<file path="config.mk">
export PLATFORM = sky130hd
export DESIGN_NAME = symPacketTx
export DESIGN_NICKNAME = d
export VERILOG_FILES = /design/src/rtl/encTxPkg.sv /design/src/rtl/encTxDatapath.sv /design/src/rtl/encTxControl.sv /design/src/rtl/symPacketTx.sv
export SDC_FILE = /design/constraint.sdc
export NUM_CORES = 1
export LEC_CHECK = 0
export BUFFER_PORTS_ARGS = -buffer_cell sky130_fd_sc_hd__buf_2
export CELL_PAD_IN_SITES_DETAIL_PLACEMENT = 1
export CELL_PAD_IN_SITES_GLOBAL_PLACEMENT = 1
export CORE_MARGIN = 1.5
export CORE_UTILIZATION = 47
export CTS_CLUSTER_SIZE = 28
export DETAILED_ROUTE_END_ITERATION = 10
export PLACE_DENSITY = 0.93
export SYNTH_ARGS = -nofsm -noshare
export SYNTH_HDL_FRONTEND = slang
export SYNTH_SLANG_ARGS = --single-unit
export TNS_END_PERCENT = 5
</file>
<file path="constraint.sdc">
create_clock -name clk -period 4.1 [get_ports clk]
set_clock_uncertainty 0.05 [all_clocks]
set_input_delay 0 -clock clk [delete_from_list [all_inputs] [get_ports clk]]
set_output_delay 0 -clock clk [all_outputs]
set_load 0.01 [all_outputs]
</file>
<file path="src/rtl/encTxPkg.sv">
package encTxPkg;

  typedef enum logic [1:0] {BIT_LOW, BIT_PRE, BIT_SHIFT, BIT_LOAD} bitOpE;
  typedef enum logic [1:0] {W_SYNC, W_HOLD, W_BYTE, W_SUM} wordSelE;

  // strobes from control to datapath, valid in the cycle they are raised
  typedef struct packed {
    logic    step;      // emit the next bit on txData
    bitOpE   op;
    wordSelE sel;
    logic    preLevel;  // level used by BIT_PRE
    logic    clearSum;
  } strobeT;

  localparam logic [7:0] SYNC_WORD = 8'b1110_0100;
  localparam logic [7:0] HOLD_WORD = 8'b0001_1011;

  function automatic logic symOk(input logic [11:0] w);
    int ones;
    int run;
    int maxRun;
    ones = 0;
    run = 1;
    maxRun = 1;
    for (int i = 0; i < 12; i++) if (w[i]) ones++;
    for (int i = 1; i < 12; i++) begin
      if (w[i] == w[i-1]) run++;
      else run = 1;
      if (run > maxRun) maxRun = run;
    end
    return (ones == 6) && (maxRun <= 4);
  endfunction

  // first 256 valid words in ascending order; split loop keeps each short
  function automatic logic [255:0][11:0] buildSymbols();
    logic [255:0][11:0] t;
    logic [11:0] w;
    int n;
    t = '0;
    n = 0;
    for (int hi = 0; hi < 64; hi++) begin
      for (int lo = 0; lo < 64; lo++) begin
        w = {hi[5:0], lo[5:0]};
        if (n < 256 && symOk(w)) begin
          t[n] = w;
          n++;
        end
      end
    end
    return t;
  endfunction

  localparam logic [255:0][11:0] SYM_TABLE = buildSymbols();

endpackage

</file>
<file path="src/rtl/encTxDatapath.sv">
module encTxDatapath
  import encTxPkg::*;
(
  input  logic       clk,
  input  logic       rstN,
  input  strobeT     st,
  input  logic [7:0] rdData,
  output logic       txData
);

  logic [11:0] shiftReg;
  logic [7:0]  sum;
  logic [11:0] word;

  always_comb begin
    case (st.sel)
      W_SYNC:  word = {SYNC_WORD, 4'b0000};
      W_HOLD:  word = {HOLD_WORD, 4'b0000};
      W_BYTE:  word = SYM_TABLE[rdData];
      default: word = SYM_TABLE[sum];
    endcase
  end

  always_ff @(posedge clk or negedge rstN) begin
    if (!rstN) begin
      shiftReg <= '0;
      sum      <= '0;
      txData   <= 1'b0;
    end else begin
      if (st.clearSum) sum <= '0;
      else if (st.step && st.op == BIT_LOAD && st.sel == W_BYTE) sum <= sum + rdData;
      if (st.step) begin
        case (st.op)
          BIT_LOW:   txData <= 1'b0;
          BIT_PRE:   txData <= st.preLevel;
          BIT_SHIFT: begin
            txData   <= shiftReg[11];
            shiftReg <= {shiftReg[10:0], 1'b0};
          end
          default: begin
            txData   <= word[11];
            shiftReg <= {word[10:0], 1'b0};
          end
        endcase
      end
    end
  end

endmodule

</file>
<file path="src/rtl/encTxControl.sv">
module encTxControl
  import encTxPkg::*;
#(
  parameter int DIV         = 128,
  parameter int HOLD_CYCLES = 256,
  parameter int LEN_W       = 6
) (
  input  logic             clk,
  input  logic             rstN,
  input  logic             start,
  input  logic [7:0]       preCycles,
  input  logic [7:0]       wakeUnits,
  input  logic [7:0]       guardBits,
  input  logic [LEN_W-1:0] pktLen,
  output strobeT           st,
  output logic [LEN_W-1:0] rdAddr,
  output logic             txEnN,
  output logic             done
);

  localparam int DIV_W = $clog2(DIV);
  localparam int CNT_W = $clog2(2 * HOLD_CYCLES + 512);

  typedef enum logic [3:0] {
    S_IDLE, S_GUARD, S_WAKE, S_HOLD, S_PRE, S_SYNC, S_DATA, S_SUM, S_TAIL
  } stateE;

  stateE            state, nextState;
  logic [DIV_W-1:0] divCnt;
  logic [CNT_W-1:0] bitCnt;
  logic [7:0]       unitCnt;
  logic [7:0]       preLat, wakeLat, guardLat;
  logic [LEN_W-1:0] lenLat;
  logic             tick, lastBit;

  assign tick  = (state != S_IDLE) && (divCnt == DIV_W'(DIV - 1));
  assign txEnN = (state == S_IDLE);

  always_comb begin
    case (state)
      S_GUARD:        lastBit = (bitCnt + 1'b1) >= CNT_W'(guardLat);
      S_WAKE:         lastBit = bitCnt == CNT_W'(2 * HOLD_CYCLES - 1);
      S_PRE:          lastBit = (bitCnt + 1'b1) >= CNT_W'({preLat, 1'b0});
      S_HOLD, S_SYNC: lastBit = bitCnt == CNT_W'(7);
      S_DATA, S_SUM:  lastBit = bitCnt == CNT_W'(11);
      default:        lastBit = 1'b1;
    endcase
  end

  always_comb begin
    nextState   = state;
    st          = '0;
    st.op       = BIT_LOW;
    st.sel      = W_SYNC;
    if (state == S_IDLE) begin
      if (start) begin
        nextState   = S_GUARD;
        st.step     = 1'b1;
        st.clearSum = 1'b1;
      end
    end else if (tick) begin
      st.step = 1'b1;
      if (!lastBit) begin
        st.preLevel = ~bitCnt[0];
        if (state == S_WAKE || state == S_PRE) st.op = BIT_PRE;
        else if (state == S_GUARD || state == S_TAIL) st.op = BIT_LOW;
        else st.op = BIT_SHIFT;
      end else begin
        case (state)
          S_GUARD: begin
            nextState = (wakeLat != 8'd0) ? S_WAKE : S_PRE;
            st.op     = BIT_PRE;
          end
          S_WAKE: begin
            nextState = S_HOLD;
            st.op     = BIT_LOAD;
            st.sel    = W_HOLD;
          end
          S_HOLD: begin
            nextState = (unitCnt + 8'd1 == wakeLat) ? S_PRE : S_WAKE;
            st.op     = BIT_PRE;
          end
          S_PRE: begin
            nextState = S_SYNC;
            st.op     = BIT_LOAD;
            st.sel    = W_SYNC;
          end
          S_SYNC: begin
            nextState = S_DATA;
            st.op     = BIT_LOAD;
            st.sel    = W_BYTE;
          end
          S_DATA: begin
            st.op = BIT_LOAD;
            if (rdAddr == lenLat) begin
              nextState = S_SUM;
              st.sel    = W_SUM;
            end else begin
              st.sel = W_BYTE;
            end
          end
          S_SUM:   nextState = S_TAIL;
          default: nextState = S_IDLE;
        endcase
      end
    end
  end

  always_ff @(posedge clk or negedge rstN) begin
    if (!rstN) begin
      state    <= S_IDLE;
      divCnt   <= '0;
      bitCnt   <= '0;
      unitCnt  <= '0;
      rdAddr   <= '0;
      preLat   <= '0;
      wakeLat  <= '0;
      guardLat <= '0;
      lenLat   <= '0;
      done     <= 1'b0;
    end else begin
      state <= nextState;
      done  <= (state == S_TAIL) && tick;
      if (state == S_IDLE) begin
        divCnt <= '0;
        if (start) begin
          preLat   <= preCycles;
          wakeLat  <= wakeUnits;
          guardLat <= guardBits;
          lenLat   <= pktLen;
          bitCnt   <= '0;
          unitCnt  <= '0;
          rdAddr   <= '0;
        end
      end else begin
        divCnt <= tick ? '0 : divCnt + 1'b1;
        if (tick) begin
          bitCnt <= lastBit ? '0 : bitCnt + 1'b1;
          if (state == S_HOLD && lastBit) unitCnt <= unitCnt + 8'd1;
          if (st.op == BIT_LOAD && st.sel == W_BYTE) rdAddr <= rdAddr + 1'b1;
        end
      end
    end
  end

endmodule

</file>
<file path="src/rtl/symPacketTx.sv">
module symPacketTx
  import encTxPkg::*;
#(
  parameter int DIV         = 128,
  parameter int HOLD_CYCLES = 256,
  parameter int MAX_LEN     = 60,
  localparam int LEN_W      = $clog2(MAX_LEN + 1)
) (
  input  logic             clk,
  input  logic             rstN,
  input  logic             start,
  input  logic [7:0]       preCycles,
  input  logic [7:0]       wakeUnits,
  input  logic [7:0]       guardBits,
  input  logic [LEN_W-1:0] pktLen,
  output logic [LEN_W-1:0] rdAddr,
  input  logic [7:0]       rdData,
  output logic             txData,
  output logic             txEnN,
  output logic             done
);

  strobeT strobe;

  encTxControl #(.DIV(DIV), .HOLD_CYCLES(HOLD_CYCLES), .LEN_W(LEN_W)) ctrl (
    .clk(clk), .rstN(rstN), .start(start),
    .preCycles(preCycles), .wakeUnits(wakeUnits), .guardBits(guardBits),
    .pktLen(pktLen), .st(strobe), .rdAddr(rdAddr), .txEnN(txEnN), .done(done)
  );

  encTxDatapath dpath (
    .clk(clk), .rstN(rstN), .st(strobe), .rdData(rdData), .txData(txData)
  );

endmodule

</file>
# Word level (Yosys, flattened, before mapping)
# Memories as Yosys holds them, arrays and structs flattened.
# Cells that the tools add are included.
# word_totals
regBits	87
romBits	6144
input_bits	41
output_inout_bits	9
elab_cells	119
mem_count	2
# classes
addsub	5
n_lt_le_gt_ge	4
n_eq_ne	21
mux	43
n_bitwise	2
n_reduce_logical	29
# memory_table
name	depth	width	rd	rd_clocked_by_memory_dff	wr	line_no	source
(no name shown)	256	12	1	0	0	encTxDatapath.sv:20	default: word = SYM_TABLE[sum];
(no name shown)	256	12	1	0	0	encTxDatapath.sv:19	W_BYTE: word = SYM_TABLE[rdData];
# ops
operator	count
8-bit two-way mux	6
10-bit two-way mux	4
12-bit case mux with 3 select lines	1
6-bit two-way mux	5
4-bit case mux with 7 select lines	1
12-bit two-way mux	2
12-bit case mux with 2 select lines	1
4-bit two-way mux	5
8-bit by 9-bit less-than comparator with 1-bit output, second input constant	2
4-bit by 3-bit == test with 1-bit output, second input constant	4
7-bit two-way mux	2
10-bit by 1-bit adder with 10-bit output, second input constant	1
10-bit by 3-bit == test with 1-bit output, second input constant	1
10-bit by 4-bit == test with 1-bit output, second input constant	1
10-bit by 9-bit == test with 1-bit output, second input constant	1
10-bit by 8-bit >= comparator with 1-bit output	1
10-bit by 9-bit >= comparator with 1-bit output	1
2-bit nonzero test	5
8-bit by 1-bit adder with 8-bit output, second input constant	1
8-bit adder	1
4-bit by 2-bit == test with 1-bit output, second input constant	2
8-bit == test	1
2-bit two-way mux	4
8-bit nonzero test	1
other kinds (28)	50

# Logic depth before layout (Yosys ltp)
# logic_depth
ltp_word	12
depth_mapped	15

# By module
# A second synthesis with hierarchy kept.
# hier_totals
hier_cells	1400
hier_area_um2	10456.3
# modules_own_cells
mod	n_inst	cells_per_inst	area_each_um2	seq_area_each_um2
encTxDatapath	1	973	6334.8	500.5
encTxControl	1	427	4121.5	1651.6

# Worst setup path after synthesis
# OpenSTA, ideal clock, no wires.
# synth_timing
path_kind	register to register
from	reg ctrl.bitCnt[0]
to	reg ctrl.state[0]
arrival_ns	3.082
path_slack_ns	0.841
stages_incl_launch_ff	13
n_path_buf	1
synth_period_minus_slack_ns	3.259
path_cell_list	dfrtp_1 -> and4_1 -> clkbuf_1 -> nand4_1 -> xnor2_1 -> ha_1 -> a21oi_1 -> or4b_1 -> a32oi_2 -> nand3_4 -> nand2_1 -> a31o_2 -> mux2_1
# synth_via
elab_chain_cells	5
elab_cells_between_ends	9
cone_classes	add/sub (1); order compare (2); eq/ne (3); mux (1); reduce/logical (2)
# synth_rtl
element	line_no	source
start, declared	encTxControl.sv:30	logic [CNT_W-1:0] bitCnt;
start signal, assigned	encTxControl.sv:138	bitCnt <= lastBit ? '0 : bitCnt + 1'b1;
10-bit by 1-bit adder with 10-bit output	encTxControl.sv:41, encTxControl.sv:43	
10-bit by 9-bit >= comparator with 1-bit output / 10-bit by 8-bit >= comparator with 1-bit output (equally long branches)	encTxControl.sv:43, encTxControl.sv:41	
1-bit case mux with 5 select lines (*)	encTxControl.sv:40	case (state)
2-bit nonzero test (no line) (*)	n/a	
4-bit AND reduction (no line) (*)	n/a	
end signal, assigned	encTxControl.sv:122	state <= nextState;
end, declared	encTxControl.sv:28	stateE state, nextState;
# Every way passes the cells marked *; elsewhere a longest branch is shown, timed or not.
# A chain may end at the register's enable or synchronous reset.

# Worst setup path after layout
# Ends and elaborated chain as after synthesis.

==> summary by stage <==
Placement
The cell count after placement is 1,620. Detailed placement ended at an HPWL of 26,500 microns. The minimum setup slack after placement is 0.222 ns.

Routability-driven placement finished with a final weighted congestion of 0.989. The count of port buffers added during placement is 49.

Clocking
The maximum buffer depth of the clock tree is 2. TritonCTS built the clock tree. The root buffer cell is clkbuf_16. The clock-pin slew reported for the worst setup and hold paths after clock tree synthesis is 0.07 ns. The number of clock sinks is 86. The H-tree generated during clock tree synthesis spans 3 levels. For the worst-skew pair, the clock arrives at the later sink with an insertion delay of 0.35 ns. TritonCTS created 9 clock buffers.

Power
The power per cell area is 214 nW/um^2. IR analysis of the VDD net gives a maximum drop of 171 uV. Summed over all cells, the static leakage comes to 4.58 nW.

Synth
Yosys mapped a number of flops with a built-in enable equal to 0. After synthesis, the netlist uses 87 different library cells. Each instance of the synthesized netlist takes up on average 7.27 sq um. The number of nets handed over by synthesis was 1,478. After synthesis, the cell types taking the most area are dfrtp_1 (21%), nand2_1 (7.4%), a21oi_1 (6.0%).

The fraction of registers with async set/reset is 100%. The post-synthesis cell count is 1,386. In this run, synthesis produced a sequential element count of 86. The synthesized design spends more area on one cell type than any other, namely dfrtp_1. The area share of the largest cell type after synthesis is 21.4%. Summing every instance area after synthesis gives 10,100 sq um. The portion of the post-synthesis area used by sequential elements is 21.4%. The most used flip-flop cell after synthesis is dfrtp_1.

For this run, the number of Yosys warnings is 0.

Cells and area
The area added between synthesis and finish is 8.89%. The non-filler instance count after layout is 1,669. The net count of the finished layout is 1,483. Cells fill 52.2% of the core in the end.

The number of antenna diodes is 0. The post-route netlist has 10.2% of its cells at a drive strength greater than 1. The filler cell count in the final layout is 2,655.

STA
Setup repair after global routing left no endpoint under its margin. The total count of max-transition violations in the final report is 0. The slew of the pin with the lowest slew margin is 1.03 ns.

For this run, the top clock speed supported by timing is 259 MHz. In this run the tightest slew margin relative to its limit is 31.5%. The count of final setup violators is 0. The worst-case setup margin in the final layout is 0.243 ns. The minimum clock period after layout is 3.86 ns. The final critical-path share of the clock period is 94.1%. The sum of negative setup slack is 0 ns.

The final hold violation count is 0.

Floorplanning
The total number of placement rows is 53. The initial utilization of the core area, before any placement, comes to 47.9%. 50 I/O pins were placed. The die covers 22,300 sq um.

The vertical die dimension is 149 microns. The floorplan step set the die width to 149 microns. In this run the standard cell core region covers 21,000 sq um.

Critical path
The number of cells traversed by the worst register-to-register path is 13. The endpoint of the worst register-to-register path is ctrl.state[0]. The critical path capture point type is a flop. The data arrival at the endpoint of the critical path is 4.04 ns. The highest fanout seen on the critical path is 16. The worst path required time is 4.28 ns. The worst register-to-register path begins at ctrl.bitCnt[0]. The startpoint type of the worst setup path is a flop. The worst setup path is of the flop to flop kind. In this run the register-to-register setup slack is 0.24 ns.

Routing
After the first detailed-routing iteration, the DRC count stood at 1,156. The total number of vias is 11,436. Using the TritonRoute via totals, the vias-per-cell ratio works out to 6.85. The routed length on met2 is 18,300 microns. The DRC violation count after routing is 0.

The count of nets left with antenna violations after detail routing is 0. The average detailed-routed wire length per instance is 23.4 microns. Wire segments on met3 add up to 3430 microns in the final route.

The sum of routed wire length over all layers is 39,100 microns. The highest routing layer actually used is met4. The met1 layer wirelength in the final routing is 15,600 microns. The length of the first detailed-routing pass in iterations is 6.

Run status
The run finished with clean final reports.

Global routing
The number of global-route vias before repair is 11,666. The global-route congestion overflow total is 0. The maximum number of pins on one net before global-route repair is 59. The wire length of the first global-routing pass is 62,500 microns. The initial antenna violation count was 0. The overall fraction of global-route tracks in use is 35.0%.

Worst hold path
The class of the most critical hold timing path is primary input to async pin.

Flow run
The tool flagged a number of max-cap violations equal to 0.
[power by group]
group          leakage (nW)  total (mW)  switching [mW]  internal, mW
sequential            0.983       0.863         0.00864         0.854
clock                 0.130       0.813           0.348         0.465
combinational          3.47       0.676           0.432         0.245
[stage by stage]
step | power, mW | hold WS (ns) | cell area (sq um)
2_1_floorplan | 1.31 | -0.346 | 10100
3_3_place_gp | 1.48 | -0.0983 | 10300
3_5_place_dp | 1.51 | -0.0972 | 10300
4_1_cts | 2.33 | 0.0753 | 10900
5_1_grt | 2.44 | 0.0985 | 11000
6_report | 2.35 | 0.0682 | 11000
[what timing repair did]
action / 4_1_cts / 5_1_grt
buffers inserted: 0 / 4
gates resized for setup: 0 / 1
endpoints found under the setup margin: 0 / 15
hold buffers: 31 / 0
hold endpoints to repair: 58 / 0
[how the worst max path moves through the flow]
stage,start,to,slack [ns],depth (start not counted)
2_1_floorplan,ctrl.bitCnt[0],ctrl.state[0],0.84,12
3_3_place_gp,ctrl.bitCnt[0],dpath.shiftReg[10],0.42,13
3_5_place_dp,ctrl.bitCnt[0],dpath.shiftReg[10],0.22,13
4_1_cts,ctrl.bitCnt[0],dpath.shiftReg[9],0.10,13
5_1_grt,ctrl.bitCnt[0],ctrl.state[0],0.009,13
6_report,ctrl.bitCnt[0],ctrl.state[0],0.24,13
[per-layer routing]
metal / global-route usage, % / vias to the layer above
met4: 17.4 / 0
met3: 6.07 / 150
met5: 0 / -
li1: - / 5089
met2: 56.7 / 664
met1: 44.9 / 5533
[synth_stat cells (17+ instances only)]
library cell and instances:
nand2_1 198, a21oi_1 120, nor2_1 113, o21ai_0 107, dfrtp_1 86, clkbuf_1 74
ha_1 48, inv_1 44, nand3_1 41, nand2b_1 36, o211ai_1 35, a211oi_1 33
nor3_1 32, xnor2_1 27, a31oi_1 26, buf_2 24, nor2b_1 23, o311ai_0 19
o31ai_1 18, xor2_1 18, a21o_1 17
[cells by family (layout without fill, tap and decap cells)]
logic type	Yosys count	count (layout)	synth area share (%)
flops	86	86	21.4
compound gates	503	503	33.3
mux	25	25	3.73
simple gates	503	503	23.2
xor+xnor	45	45	3.91
buf+inv	173	181	7.96
fa+ha+maj	51	51	6.56
[sequential cells by signal, summed over array words and instances (netlist names)]
register        cells
ctrl.rdAddr         6
ctrl.state          4
ctrl.divCnt         7
ctrl.done           1
ctrl.wakeLat        8
ctrl.lenLat         6
dpath.txData        1
ctrl.unitCnt        8
ctrl.bitCnt        10
dpath.sum           8
dpath.shiftReg     11
ctrl.preLat         8
ctrl.guardLat       8
[layout by cell type (no fill, tap or decap), types with 40 or more instances in the layout]
| cell | n |
|---|---|
| a21oi_1 | 120 |
| buf_2 | 48 |
| inv_1 | 44 |
| nor2_1 | 113 |
| nand2_1 | 198 |
| dfrtp_1 | 84 |
| o21ai_0 | 107 |
| ha_1 | 48 |
| nand3_1 | 41 |
| buf_4 | 40 |
[layout make-up]
type / instances / area (sq um) / area share (%)
Sequential cell: 86 / 2150 / 19.6
Multi-Input combinational cell: 1127 / 7130 / 65.0
Inverter: 46 / 173 / 1.57
Timing Repair Buffer: 121 / 891 / 8.12
Clock buffer: 10 / 229 / 2.09
Tap cell: 275 / 344 / 3.14
Clock inverter: 4 / 50.0 / 0.456
[critical path, stage by stage, from the launching register on]
cell and delay (ns):
dfrtp_1 0.47, ha_1 0.33, and3_1 0.25, nand3_1 0.13
xnor2_1 0.30, ha_1 0.29, o21a_1 0.18, o21ai_0 0.17
a31oi_1 0.10, o311ai_2 0.39, nand3_4 0.28, nand2_1 0.28
a31o_2 0.19, mux2_1 0.33
Note: power is estimated with default switching activity, not from simulation.
